File: config.mk
export PLATFORM = sky130hd
export DESIGN_NAME = dtag_snoop_ctrl
export DESIGN_NICKNAME = d
export VERILOG_FILES = /design/src/rtl/scu_pkg.sv /design/src/rtl/scu_fixed_arb.sv /design/src/rtl/scu_dup_tag_bank.sv /design/src/rtl/scu_snoop_plan.sv /design/src/rtl/dtag_snoop_ctrl.sv
export SDC_FILE = /design/constraint.sdc
export NUM_CORES = 2
export LEC_CHECK = 0
export BUFFER_PORTS_ARGS = -buffer_cell sky130_fd_sc_hd__buf_4
export CORE_ASPECT_RATIO = 0.75
export CORE_UTILIZATION = 55
export CTS_CLUSTER_SIZE = 30
export DETAILED_ROUTE_END_ITERATION = 16
export PLACE_DENSITY = 0.74
export SKIP_LAST_GASP = 1
export SYNTH_ARGS = -nofsm -noshare
export SYNTH_HDL_FRONTEND = slang
export SYNTH_SLANG_ARGS = --single-unit
export TNS_END_PERCENT = 20
File: constraint.sdc
create_clock -name clk -period 32.1 [get_ports clk]
set_input_delay 3.21 -clock clk [delete_from_list [all_inputs] [get_ports clk]]
set_output_delay 3.21 -clock clk [all_outputs]
set_load 0.01 [all_outputs]
File: src/rtl/scu_pkg.sv
package scu_pkg;
  localparam logic [1:0] ST_I = 2'd0;
  localparam logic [1:0] ST_S = 2'd1;
  localparam logic [1:0] ST_E = 2'd2;
  localparam logic [1:0] ST_M = 2'd3;

  localparam logic [1:0] RQ_READ  = 2'd0;
  localparam logic [1:0] RQ_WRITE = 2'd1;
  localparam logic [1:0] RQ_EVICT = 2'd2;

  localparam logic [1:0] SN_NONE    = 2'd0;
  localparam logic [1:0] SN_SHARE   = 2'd1;
  localparam logic [1:0] SN_MIGRATE = 2'd2;
  localparam logic [1:0] SN_INVAL   = 2'd3;

  typedef enum logic [2:0] {
    FS_IDLE  = 3'd0,
    FS_LOOK  = 3'd1,
    FS_SNOOP = 3'd2,
    FS_MEM   = 3'd3,
    FS_RESP  = 3'd4
  } fsm_t;
endpackage

File: src/rtl/scu_fixed_arb.sv
module scu_fixed_arb #(
  parameter int NCPU = 4
) (
  input  logic            clk,
  input  logic            rst_n,
  input  logic [NCPU-1:0] req,
  output logic [NCPU-1:0] gnt
);
  always_comb begin
    gnt = req & (~req + 1'b1);
  end

  AST_GNT_ONEHOT: assert property (@(posedge clk) disable iff (!rst_n)
    $onehot0(gnt));

  for (genvar g = 1; g < NCPU; g++) begin : g_prio
    AST_GNT_LOWEST: assert property (@(posedge clk) disable iff (!rst_n)
      gnt[g] |-> (req[g-1:0] == '0));
  end
endmodule

File: src/rtl/scu_dup_tag_bank.sv
module scu_dup_tag_bank
  import scu_pkg::*;
#(
  parameter int SETS  = 16,
  parameter int IDX_W = 4,
  parameter int TAG_W = 12
) (
  input  logic             clk,
  input  logic             rst_n,
  input  logic [IDX_W-1:0] idx,
  input  logic [TAG_W-1:0] tag,
  output logic [1:0]       lk_state,
  input  logic             wr_en,
  input  logic [1:0]       wr_state
);
  logic [TAG_W-1:0] tag_q [SETS];
  logic [1:0]       st_q  [SETS];
  logic [SETS-1:0]  vld_q;

  always_ff @(posedge clk or negedge rst_n) begin
    if (!rst_n) begin
      vld_q <= '0;
      for (int i = 0; i < SETS; i++) begin
        tag_q[i] <= '0;
        st_q[i]  <= ST_I;
      end
    end else if (wr_en) begin
      vld_q[idx] <= (wr_state != ST_I);
      tag_q[idx] <= tag;
      st_q[idx]  <= wr_state;
    end
  end

  always_comb begin
    if (vld_q[idx] && (tag_q[idx] == tag)) lk_state = st_q[idx];
    else                                    lk_state = ST_I;
  end
endmodule

File: src/rtl/scu_snoop_plan.sv
module scu_snoop_plan
  import scu_pkg::*;
#(
  parameter int NCPU = 4
) (
  input  logic [NCPU-1:0]   req_oh,
  input  logic [1:0]        kind,
  input  logic [2*NCPU-1:0] hold_st,
  output logic [NCPU-1:0]   hit,
  output logic [2*NCPU-1:0] cmd,
  output logic [NCPU-1:0]   supplier,
  output logic              need_mem,
  output logic [1:0]        fin_state,
  output logic [NCPU-1:0]   hold_wr,
  output logic [2*NCPU-1:0] hold_new
);
  logic [NCPU-1:0] dirty;
  logic [NCPU-1:0] low_hit;
  logic [NCPU-1:0] low_dirty;

  always_comb begin
    for (int i = 0; i < NCPU; i++) begin
      hit[i]   = !req_oh[i] && (hold_st[i*2 +: 2] != ST_I);
      dirty[i] = hit[i] && (hold_st[i*2 +: 2] == ST_M);
    end
    low_hit   = hit & (~hit + 1'b1);
    low_dirty = dirty & (~dirty + 1'b1);

    cmd       = '0;
    supplier  = '0;
    need_mem  = 1'b0;
    fin_state = ST_I;
    hold_wr   = '0;
    hold_new  = '0;

    if (kind == RQ_EVICT) begin
      fin_state = ST_I;
    end else if (kind == RQ_WRITE) begin
      fin_state = ST_M;
      if (|hit) begin
        supplier = low_hit;
        hold_wr  = hit;
        for (int i = 0; i < NCPU; i++) begin
          if (low_hit[i])  cmd[i*2 +: 2] = SN_MIGRATE;
          else if (hit[i]) cmd[i*2 +: 2] = SN_INVAL;
          hold_new[i*2 +: 2] = ST_I;
        end
      end else begin
        need_mem = 1'b1;
      end
    end else begin
      if (|dirty) begin
        fin_state = ST_M;
        supplier  = low_dirty;
        hold_wr   = low_dirty;
        for (int i = 0; i < NCPU; i++) begin
          if (low_dirty[i]) cmd[i*2 +: 2] = SN_MIGRATE;
          hold_new[i*2 +: 2] = ST_I;
        end
      end else if (|hit) begin
        fin_state = ST_S;
        supplier  = low_hit;
        hold_wr   = hit;
        for (int i = 0; i < NCPU; i++) begin
          if (hit[i]) cmd[i*2 +: 2] = SN_SHARE;
          hold_new[i*2 +: 2] = ST_S;
        end
      end else begin
        fin_state = ST_E;
        need_mem  = 1'b1;
      end
    end
  end
endmodule

File: src/rtl/dtag_snoop_ctrl.sv
module dtag_snoop_ctrl
  import scu_pkg::*;
#(
  parameter int NCPU   = 4,
  parameter int ADDR_W = 16,
  parameter int DATA_W = 32,
  parameter int SETS   = 16
) (
  input  logic                     clk,
  input  logic                     rst_n,
  input  logic [NCPU-1:0]          req_valid,
  input  logic [2*NCPU-1:0]        req_kind,
  input  logic [ADDR_W*NCPU-1:0]   req_addr,
  output logic [NCPU-1:0]          rsp_valid,
  output logic [1:0]               rsp_state,
  output logic [DATA_W-1:0]        rsp_data,
  output logic [NCPU-1:0]          snp_valid,
  output logic [2*NCPU-1:0]        snp_cmd,
  output logic [ADDR_W-1:0]        snp_addr,
  input  logic [NCPU-1:0]          snp_ack,
  input  logic [DATA_W*NCPU-1:0]   snp_data,
  output logic                     mem_req_valid,
  output logic [ADDR_W-1:0]        mem_req_addr,
  input  logic                     mem_rsp_valid,
  input  logic [DATA_W-1:0]        mem_rsp_data
);
  localparam int IDX_W = $clog2(SETS);
  localparam int TAG_W = ADDR_W - IDX_W;
  localparam int CPU_W = (NCPU > 1) ? $clog2(NCPU) : 1;

  // reset: asserted at once, released through two flops
  logic [1:0] rst_sync_q;
  logic       rst_s_n;
  always_ff @(posedge clk or negedge rst_n) begin
    if (!rst_n) rst_sync_q <= 2'b00;
    else        rst_sync_q <= {rst_sync_q[0], 1'b1};
  end
  assign rst_s_n = rst_sync_q[1];

  fsm_t                state_q, state_n;
  logic [NCPU-1:0]     oh_q, oh_n;
  logic [1:0]          kind_q, kind_n;
  logic [ADDR_W-1:0]   addr_q, addr_n;
  logic [NCPU-1:0]     pend_q, pend_n;
  logic [NCPU-1:0]     sup_q, sup_n;
  logic [NCPU-1:0]     hit_q, hit_n;
  logic [2*NCPU-1:0]   cmd_q, cmd_n;
  logic                mem_q, mem_n;
  logic [1:0]          fin_q, fin_n;
  logic [NCPU-1:0]     hwr_q, hwr_n;
  logic [2*NCPU-1:0]   hnew_q, hnew_n;
  logic [DATA_W-1:0]   data_q, data_n;

  logic [NCPU-1:0]     gnt;
  logic [CPU_W-1:0]    gnt_id;
  logic [2*NCPU-1:0]   hold_st;
  logic [NCPU-1:0]     p_hit, p_sup, p_hwr;
  logic [2*NCPU-1:0]   p_cmd, p_hnew;
  logic                p_mem;
  logic [1:0]          p_fin;
  logic [NCPU-1:0]     bank_we;
  logic [2*NCPU-1:0]   bank_ws;
  logic [IDX_W-1:0]    addr_idx;
  logic [TAG_W-1:0]    addr_tag;

  assign addr_idx = addr_q[IDX_W-1:0];
  assign addr_tag = addr_q[ADDR_W-1:IDX_W];

  scu_fixed_arb #(.NCPU(NCPU)) u_arb (
    .clk   (clk),
    .rst_n (rst_s_n),
    .req   (req_valid),
    .gnt   (gnt)
  );

  always_comb begin
    gnt_id = '0;
    for (int i = 0; i < NCPU; i++) begin
      if (gnt[i]) gnt_id = CPU_W'(i);
    end
  end

  for (genvar g = 0; g < NCPU; g++) begin : g_bank
    assign bank_we[g] = (state_q == FS_RESP) && (oh_q[g] || hwr_q[g]);
    assign bank_ws[g*2 +: 2] = oh_q[g] ? fin_q : hnew_q[g*2 +: 2];

    scu_dup_tag_bank #(.SETS(SETS), .IDX_W(IDX_W), .TAG_W(TAG_W)) u_bank (
      .clk      (clk),
      .rst_n    (rst_s_n),
      .idx      (addr_idx),
      .tag      (addr_tag),
      .lk_state (hold_st[g*2 +: 2]),
      .wr_en    (bank_we[g]),
      .wr_state (bank_ws[g*2 +: 2])
    );
  end

  scu_snoop_plan #(.NCPU(NCPU)) u_plan (
    .req_oh    (oh_q),
    .kind      (kind_q),
    .hold_st   (hold_st),
    .hit       (p_hit),
    .cmd       (p_cmd),
    .supplier  (p_sup),
    .need_mem  (p_mem),
    .fin_state (p_fin),
    .hold_wr   (p_hwr),
    .hold_new  (p_hnew)
  );

  // next-state
  always_comb begin
    state_n = state_q;
    oh_n    = oh_q;
    kind_n  = kind_q;
    addr_n  = addr_q;
    pend_n  = pend_q;
    sup_n   = sup_q;
    hit_n   = hit_q;
    cmd_n   = cmd_q;
    mem_n   = mem_q;
    fin_n   = fin_q;
    hwr_n   = hwr_q;
    hnew_n  = hnew_q;
    data_n  = data_q;
    unique case (state_q)
      FS_IDLE: begin
        if (|gnt) begin
          oh_n    = gnt;
          kind_n  = req_kind[gnt_id*2 +: 2];
          addr_n  = req_addr[gnt_id*ADDR_W +: ADDR_W];
          state_n = FS_LOOK;
        end
      end
      FS_LOOK: begin
        hit_n  = p_hit;
        cmd_n  = p_cmd;
        sup_n  = p_sup;
        mem_n  = p_mem;
        fin_n  = p_fin;
        hwr_n  = p_hwr;
        hnew_n = p_hnew;
        data_n = '0;
        for (int i = 0; i < NCPU; i++) begin
          pend_n[i] = (p_cmd[i*2 +: 2] != SN_NONE);
        end
        if (pend_n != '0) state_n = FS_SNOOP;
        else if (p_mem)   state_n = FS_MEM;
        else              state_n = FS_RESP;
      end
      FS_SNOOP: begin
        pend_n = pend_q & ~snp_ack;
        for (int i = 0; i < NCPU; i++) begin
          if (pend_q[i] && snp_ack[i] && sup_q[i]) data_n = snp_data[i*DATA_W +: DATA_W];
        end
        if (pend_n == '0) state_n = mem_q ? FS_MEM : FS_RESP;
      end
      FS_MEM: begin
        if (mem_rsp_valid) begin
          data_n  = mem_rsp_data;
          state_n = FS_RESP;
        end
      end
      FS_RESP: begin
        state_n = FS_IDLE;
      end
      default: state_n = FS_IDLE;
    endcase
  end

  // registers
  always_ff @(posedge clk or negedge rst_s_n) begin
    if (!rst_s_n) begin
      state_q <= FS_IDLE;
      oh_q    <= '0;
      kind_q  <= RQ_READ;
      addr_q  <= '0;
      pend_q  <= '0;
      sup_q   <= '0;
      hit_q   <= '0;
      cmd_q   <= '0;
      mem_q   <= 1'b0;
      fin_q   <= ST_I;
      hwr_q   <= '0;
      hnew_q  <= '0;
      data_q  <= '0;
    end else begin
      state_q <= state_n;
      oh_q    <= oh_n;
      kind_q  <= kind_n;
      addr_q  <= addr_n;
      pend_q  <= pend_n;
      sup_q   <= sup_n;
      hit_q   <= hit_n;
      cmd_q   <= cmd_n;
      mem_q   <= mem_n;
      fin_q   <= fin_n;
      hwr_q   <= hwr_n;
      hnew_q  <= hnew_n;
      data_q  <= data_n;
    end
  end

  assign snp_valid     = (state_q == FS_SNOOP) ? pend_q : '0;
  assign snp_cmd       = cmd_q;
  assign snp_addr      = addr_q;
  assign mem_req_valid = (state_q == FS_MEM);
  assign mem_req_addr  = addr_q;
  assign rsp_valid     = (state_q == FS_RESP) ? oh_q : '0;
  assign rsp_state     = fin_q;
  assign rsp_data      = data_q;

  AST_SNOOP_FILTERED: assert property (@(posedge clk) disable iff (!rst_s_n)
    (snp_valid & ~hit_q) == '0);
  AST_NO_SELF_SNOOP: assert property (@(posedge clk) disable iff (!rst_s_n)
    (snp_valid & rsp_valid) == '0 && (snp_valid & oh_q) == '0);
  AST_MEM_ONLY_ON_MISS: assert property (@(posedge clk) disable iff (!rst_s_n)
    mem_req_valid |-> (hit_q == '0));
  AST_ONE_SUPPLIER: assert property (@(posedge clk) disable iff (!rst_s_n)
    $onehot0(sup_q));
  AST_RSP_ONEHOT: assert property (@(posedge clk) disable iff (!rst_s_n)
    $onehot0(rsp_valid));
  AST_RSP_PULSE: assert property (@(posedge clk) disable iff (!rst_s_n)
    (|rsp_valid) |=> (rsp_valid == '0));
  AST_EVICT_QUIET: assert property (@(posedge clk) disable iff (!rst_s_n)
    (state_q != FS_IDLE && kind_q == RQ_EVICT) |-> (snp_valid == '0 && !mem_req_valid));
endmodule

# Word-level counts from Yosys, hierarchy flattened

Cells that the tools add are included.

Bits in registers: 1050
Input port bits: 243
Output and inout bits: 83

Order comparisons: 4
Equal/unequal tests: 18
Multiplexer cells: 118
Shift operators: 2
Reductions and logical operators: 57
$add $sub $neg: 3
Bitwise gates (word level): 9

Operator list:

| operator                                    | number |
|---|---|
| bitwise mux 192 bit                         | 4 |
| binary-select mux 12 bit (select 4 bit)     | 4 |
| two-way mux 32 bit                          | 5 |
| bitwise mux 32 bit                          | 4 |
| two-way mux 12 bit                          | 9 |
| one-hot mux 32 bit (3 select lines)         | 1 |
| two-way mux 2 bit                           | 35 |
| bitwise mux 16 bit                          | 4 |
| two-way mux 8 bit                           | 8 |
| indexed part select 64 x 7 -> 16 bit        | 1 |
| demux 12 bit (select 4 bit)                 | 1 |
| equality test 12 bit                        | 4 |
| two-way mux 4 bit                           | 10 |
| binary-select mux 2 bit (select 4 bit)      | 4 |
| logical AND 1 bit                           | 26 |
| nonzero test 2 bit                          | 13 |
| two-way mux 3 bit                           | 6 |
| bitwise AND 4 bit                           | 4 |
| binary-select mux 1 bit (select 4 bit)      | 4 |
| NOT 4 bit                                   | 4 |
| two-way mux 1 bit                           | 14 |
| adder 4 x 1 -> 4 bit, second input constant | 3 |
| one-hot mux 3 bit (4 select lines)          | 1 |
| OR reduction 4 bit                          | 3 |
| other kinds (26)                            | 39 |

# Depth between registers and ports, before layout

Depth in word-level cells: 21
Gate-level depth with buffers: 16
Depth with buffers taken out: 10

# Hierarchy

From an unflattened synthesis, not the netlist that was laid out.

Cells, all modules: 3879
Area total of the unflattened synthesis: 51628.3 um^2

Modules (own cells, without submodules):

| module           | instances | area each (um^2) | cells each |
|---|---|---|---|
| scu_dup_tag_bank | 4         | 11337.1          | 788 |
| dtag_snoop_ctrl  | 1         | 5719.2           | 643 |
| scu_snoop_plan   | 1         | 524.3            | 80 |
| scu_fixed_arb    | 1         | 36.3             | 4 |

# Worst setup path after synthesis

No wires, ideal clock.

Kind: register -> output
From: register state_q[1]
To: output port snp_valid[0]
Path slack: 27.397 ns
Arrival time: 1.493 ns
Stages on the path, launching flop included: 5
Path buffers: 2
Path through: dfrtp_1 clkbuf_1 nor3b_1 clkbuf_1 and2_1

Word-level cells in the longest chain between the ends: 2

Ends and longest elaborated chain:

| what                         | line                   | RTL |
|---|---|---|
| start, declared              | dtag_snoop_ctrl.sv:40  | `fsm_t state_q, state_n;` |
| start signal, assigned       | dtag_snoop_ctrl.sv:188 | `state_q <= state_n;` |
| equality test 3 x 2 -> 1 bit | dtag_snoop_ctrl.sv:204 | `assign snp_valid = (state_q == FS_SNOOP) ? pend_q : '0;` |
| two-way mux 4 bit            | dtag_snoop_ctrl.sv:204 |  |
| end, declared                | dtag_snoop_ctrl.sv:17  | `output logic [NCPU-1:0] snp_valid,` |

No other way between the ends.

# Final worst setup path

From: register addr_q[2] (netlist: mem_req_addr[2])
To: register state_q[0]

Word-level cells in the longest chain between the ends: 21

Ends and longest elaborated chain:

| what                                                   | line                   | RTL |
|---|---|---|
| start, declared                                        | dtag_snoop_ctrl.sv:43  | `logic [ADDR_W-1:0] addr_q, addr_n;` |
| start signal, assigned                                 | dtag_snoop_ctrl.sv:191 | `addr_q <= addr_n;` |
| NOT 4 -> 5 bit (implied by the code)                   | scu_dup_tag_bank.sv:35 | `if (vld_q[idx] && (tag_q[idx] == tag)) lk_state = st_q[idx];` |
| binary-select mux 12 bit (select 4 bit)                | scu_dup_tag_bank.sv:35 |  |
| two-way mux 12 bit (implied by the code) (2 in series) | scu_dup_tag_bank.sv:35 |  |
| equality test 12 bit                                   | scu_dup_tag_bank.sv:35 |  |
| logical AND 1 bit                                      | scu_dup_tag_bank.sv:35 |  |
| two-way mux 2 bit                                      | scu_dup_tag_bank.sv:35 |  |
| nonzero test 2 bit                                     | scu_snoop_plan.sv:23   | `hit[i] = !req_oh[i] && (hold_st[i*2 +: 2] != ST_I);` |
| logical AND 1 bit                                      | scu_snoop_plan.sv:23   |  |
| [... 4 more ...]                                       | n/a                    |  |
| two-way mux 2 bit                                      | scu_snoop_plan.sv:57   | `if (low_dirty[i]) cmd[i*2 +: 2] = SN_MIGRATE;` |
| two-way mux 8 bit                                      | scu_snoop_plan.sv:52   | `if (\|dirty) begin` |
| two-way mux 8 bit                                      | scu_snoop_plan.sv:38   | `end else if (kind == RQ_WRITE) begin` |
| two-way mux 8 bit                                      | scu_snoop_plan.sv:36   | `if (kind == RQ_EVICT) begin` |
| nonzero test 2 bit                                     | dtag_snoop_ctrl.sv:145 | `pend_n[i] = (p_cmd[i*2 +: 2] != SN_NONE);` |
| nonzero test 4 bit                                     | dtag_snoop_ctrl.sv:147 | `if (pend_n != '0) state_n = FS_SNOOP;` |
| two-way mux 3 bit *                                    | dtag_snoop_ctrl.sv:147 |  |
| one-hot mux 3 bit (4 select lines) *                   | dtag_snoop_ctrl.sv:126 | `unique case (state_q)` |

Mark *: on every way between the ends. The rest lies on a longest branch, timed or not. The select of a mux whose other input is x is not followed.
A chain may end at the register's enable or synchronous reset.

==> impl_metrics.ini <==
[status]
status = finished, final reports clean

[placement]
port_buffers = 325
gp_congestion = 0.9360
dpl.hpwl_um = 91910

[clock_network]
cts_root_buf = clkbuf_16
cts_tree = done
clk_pin_slew_ns = 0.07
clk_latency_ns = 0.70
hold_buffers = 0
cts_resized = 0
clkSinkCount = 1042
h-tree-depth = 3
clockBufferDepth = 3
cts_setup_buffers = 0
cts-buffers-inserted = 96

[critical_path]
cp-start-kind = flop
worstPathCellList = buf_4, nor2b_2, buf_4, a22o_1, a221oi_1, mux2_2, nor4b_1, and4bb_2, o211ai_1, and4_1, a221oi_1, o22ai_1
cp_slowest_stage_delay_ns = 0.99
worstSetupPathType = reg -> reg
r2r_start = mem_req_addr[2]
end_kind = flop
cp_top_family = simple AND/OR/NAND/NOR gates
crit_arrival_ns = 6.50
crit_fanout = 48
r2r_end = state_q[0]
crit_required_ns = 32.66
r2r_slack_ns = 26.16
crit_path_top_delay_cell = dfrtp_4
r2r_cells = 12
critPathBufInv = 2

[detailed_routing]
drt_iter0_drc = 4002
postRouteAntennaNets = 0
wl_per_cell_um = 25.99
vias_per_cell = 6.292
drtPass1Iterations = 6
drc = 0
finalWirelength_um = 145800
vias = 35294

[pwr]
power.density_mw_per_mm2 = 84.58
leakagePower_nw = 27.18
peakVddDrop_mv = 0.05458

[finish]
final_core_util_pct = 63.03
fin_nets = 4568
fillers = 6961
final_cell_mix = dfrtp_1, mux2_2, nand2_1, buf_4, nor2_1
final_layout_size_suffix_gt1_share_pct = 35.73
n_antenna_cell = 0
syn2layout_area_growth_pct = 12.80
mostFrequentLayoutCell = dfrtp_1

[die]
start_util_pct = 55.88
rows = 95
dieHeight_um = 264.0
die-area_mm2 = 0.09277
fp.dieW_um = 351.4
ios = 326
core_mm2 = 0.09010

[sta]
finalHoldViolCount = 0
period_minus_slack_ns = 5.936
rsz0062_at_grt = no
drv_slew = 0
worst-slew-pin-transition_ns = 1.247
finalSetupViolations = 0
relSlewSlack_pct = 14.74
holdWs_ns = 0.3510
fin_crit_sh_pct = 18.49
fin_worst_skew_ns = 0.02076
max_freq_ghz = 0.1685
tns_ns = 0

[logic_synthesis]
synth-async-reset-ratio_pct = 100.0
synth_top_area_share_pct = 51.79
synth_nets = 4381
ys_seq_area_share_pct = 51.79
ys_warn_count = 0
ys_ff_latch = 1042
ys.flop_type = dfrtp_1
netlist_area_mm2 = 0.05035
synthTopCellsByArea = dfrtp_1, mux2_2, mux4_2
synth_edf_count = 0
synth_top_cell_by_area = dfrtp_1
avgSynthCellArea_um2 = 12.17
ys_types = 85
synthCells = 4138

[grt]
grt_pass1_vias = 35192
globalRouteTotalUtil_pct = 31.80
grt_overflow = 0
grt_antenna_before_repair = 4
grt_pass1_wl_um = 222500
grt_max_degree = 179

[min_path]
hold_path_class = reg -> reg
holdPathEnd = rst_sync_q[1]
min_path_cells = 0
min_from = rst_sync_q[0]

[run]
max_cap_viol_count = 0
==> cell type report <==
class / instances / area (µm²) / area share (%)
Clock buffer: 143 / 2851 / 5.021
Clock inverter: 27 / 367.9 / 0.6477
Inverter: 68 / 255.2 / 0.4494
Multi-Input combinational cell: 2668 / 22280 / 39.24
Sequential cell: 1042 / 26110 / 45.97
Tap cell: 1212 / 1516 / 2.670
Timing Repair Buffer: 449 / 3408 / 6.001
==> worst reg2reg max path: stages, from the launching register on <==
cell and delay (ns):
dfrtp_4 0.99, buf_4 0.84, nor2b_2 0.43, buf_4 0.32
a22o_1 0.24, a221oi_1 0.24, mux2_2 0.38, nor4b_1 0.75
and4bb_2 0.40, o211ai_1 0.45, and4_1 0.40, a221oi_1 0.27
o22ai_1 0.10
==> cell families after synthesis <==
group	count (synthesis)	synth area share (%)
buffers and inverters	428	4.108
adder cells (fa/ha/maj)	2	0.03976
flip-flops	1042	51.79
AND/OR/NAND/NOR	977	8.261
multiplexers	1073	28.13
other	1	0.007448
AO/OA/AOI/OAI	562	6.742
XOR/XNOR	53	0.9220
==> per-stage QoR <==
| stage | instances | worst slack (ns) | power, mW | cell area (µm²) |
|---|---|---|---|---|
| 6_report | 5609 | 26.16 | 4.803 | 56790 |
| 5_1_grt | 5609 | 26.12 | 5.015 | 56790 |
| 4_1_cts | 5609 | 26.28 | 4.782 | 56790 |
| 3_5_place_dp | 5439 | 26.32 | 3.596 | 53570 |
| 3_3_place_gp | 5439 | 26.35 | 3.554 | 53570 |
| 2_1_floorplan | 4138 | 0.9040 | 3.039 | 50350 |
==> worst max path at each step <==
stage / slack [ns] / endpoint / depth (start not counted) / from
after floorplan: 0.90 / g_bank[0].u_bank.st_q[0] / 0 / rst_sync_q[1]
after global placement: 26.35 / rsp_data[6] / 8 / snp_ack[3]
after detailed placement: 26.32 / rsp_data[21] / 8 / snp_ack[3]
after CTS: 26.28 / mem_req_addr[1] / 2 / mem_req_addr[1]
after global routing: 26.12 / hwr_q[2] / 12 / mem_req_addr[1]
final: 26.16 / state_q[0] / 12 / mem_req_addr[2]
==> power by group <==
group | switching [mW] | internal [mW] | total [mW]
Sequential | 0.276 | 1.63 | 1.91
Clock | 0.513 | 0.671 | 1.18
Combinational | 0.987 | 0.723 | 1.71
Total | 1.78 | 3.03 | 4.80
==> registers in the layout, indices dropped and copies added, names as in the netlist <==
| register | cells |
|---|---|
| g_bank.u_bank.st_q | 128 |
| sup_q | 4 |
| rsp_data | 32 |
| rsp_state | 2 |
| mem_req_addr | 16 |
| g_bank.u_bank.tag_q | 768 |
| mem_q | 1 |
| hnew_q | 1 |
| state_q | 3 |
| hwr_q | 3 |
| rst_sync_q | 2 |
| g_bank.u_bank.vld_q | 64 |
| pend_q | 4 |
| oh_q | 4 |
| snp_cmd | 8 |
| kind_q | 2 |
==> per-layer routing <==
metal	vias to the layer above	part of all wire, %	global-route usage, %	wire [µm]
met4	2	3.1	9.248	4450
met2	1656	44	46.04	64090
met5	-	0.0089	0	13
met3	293	10	8.182	14750
li1	15073	-	-	-
met1	18270	43	47.34	62500
==> synthesized netlist by cell type (4+ instances only) <==
| master | count |
|---|---|
| dfrtp_1 | 1042 |
| mux2_2 | 695 |
| nand2_1 | 509 |
| nor2_1 | 246 |
| clkbuf_1 | 229 |
| o21ai_0 | 208 |
| mux4_2 | 204 |
| mux2i_1 | 174 |
| a21oi_1 | 164 |
| nand3_1 | 112 |
| inv_1 | 66 |
| a22oi_1 | 56 |
| buf_2 | 48 |
| buf_4 | 35 |
| xnor2_1 | 34 |
| buf_6 | 22 |
| and2_1 | 19 |
| xor2_1 | 19 |
| buf_1 | 18 |
| o22ai_1 | 17 |
| a221oi_1 | 13 |
| nor2b_1 | 13 |
| a22o_1 | 12 |
| o31ai_1 | 10 |
| nand4_1 | 9 |
| o21ai_1 | 9 |
| or3_1 | 9 |
| nand2b_1 | 8 |
| o211ai_1 | 8 |
| o21a_1 | 8 |
| and3_1 | 7 |
| nor3_1 | 7 |
| a211oi_1 | 6 |
| a31oi_1 | 6 |
| buf_8 | 5 |
| nor3b_1 | 5 |
| nor4_1 | 5 |
| a221oi_2 | 4 |
| o2111ai_1 | 4 |
(Power assumes the default switching activity.)
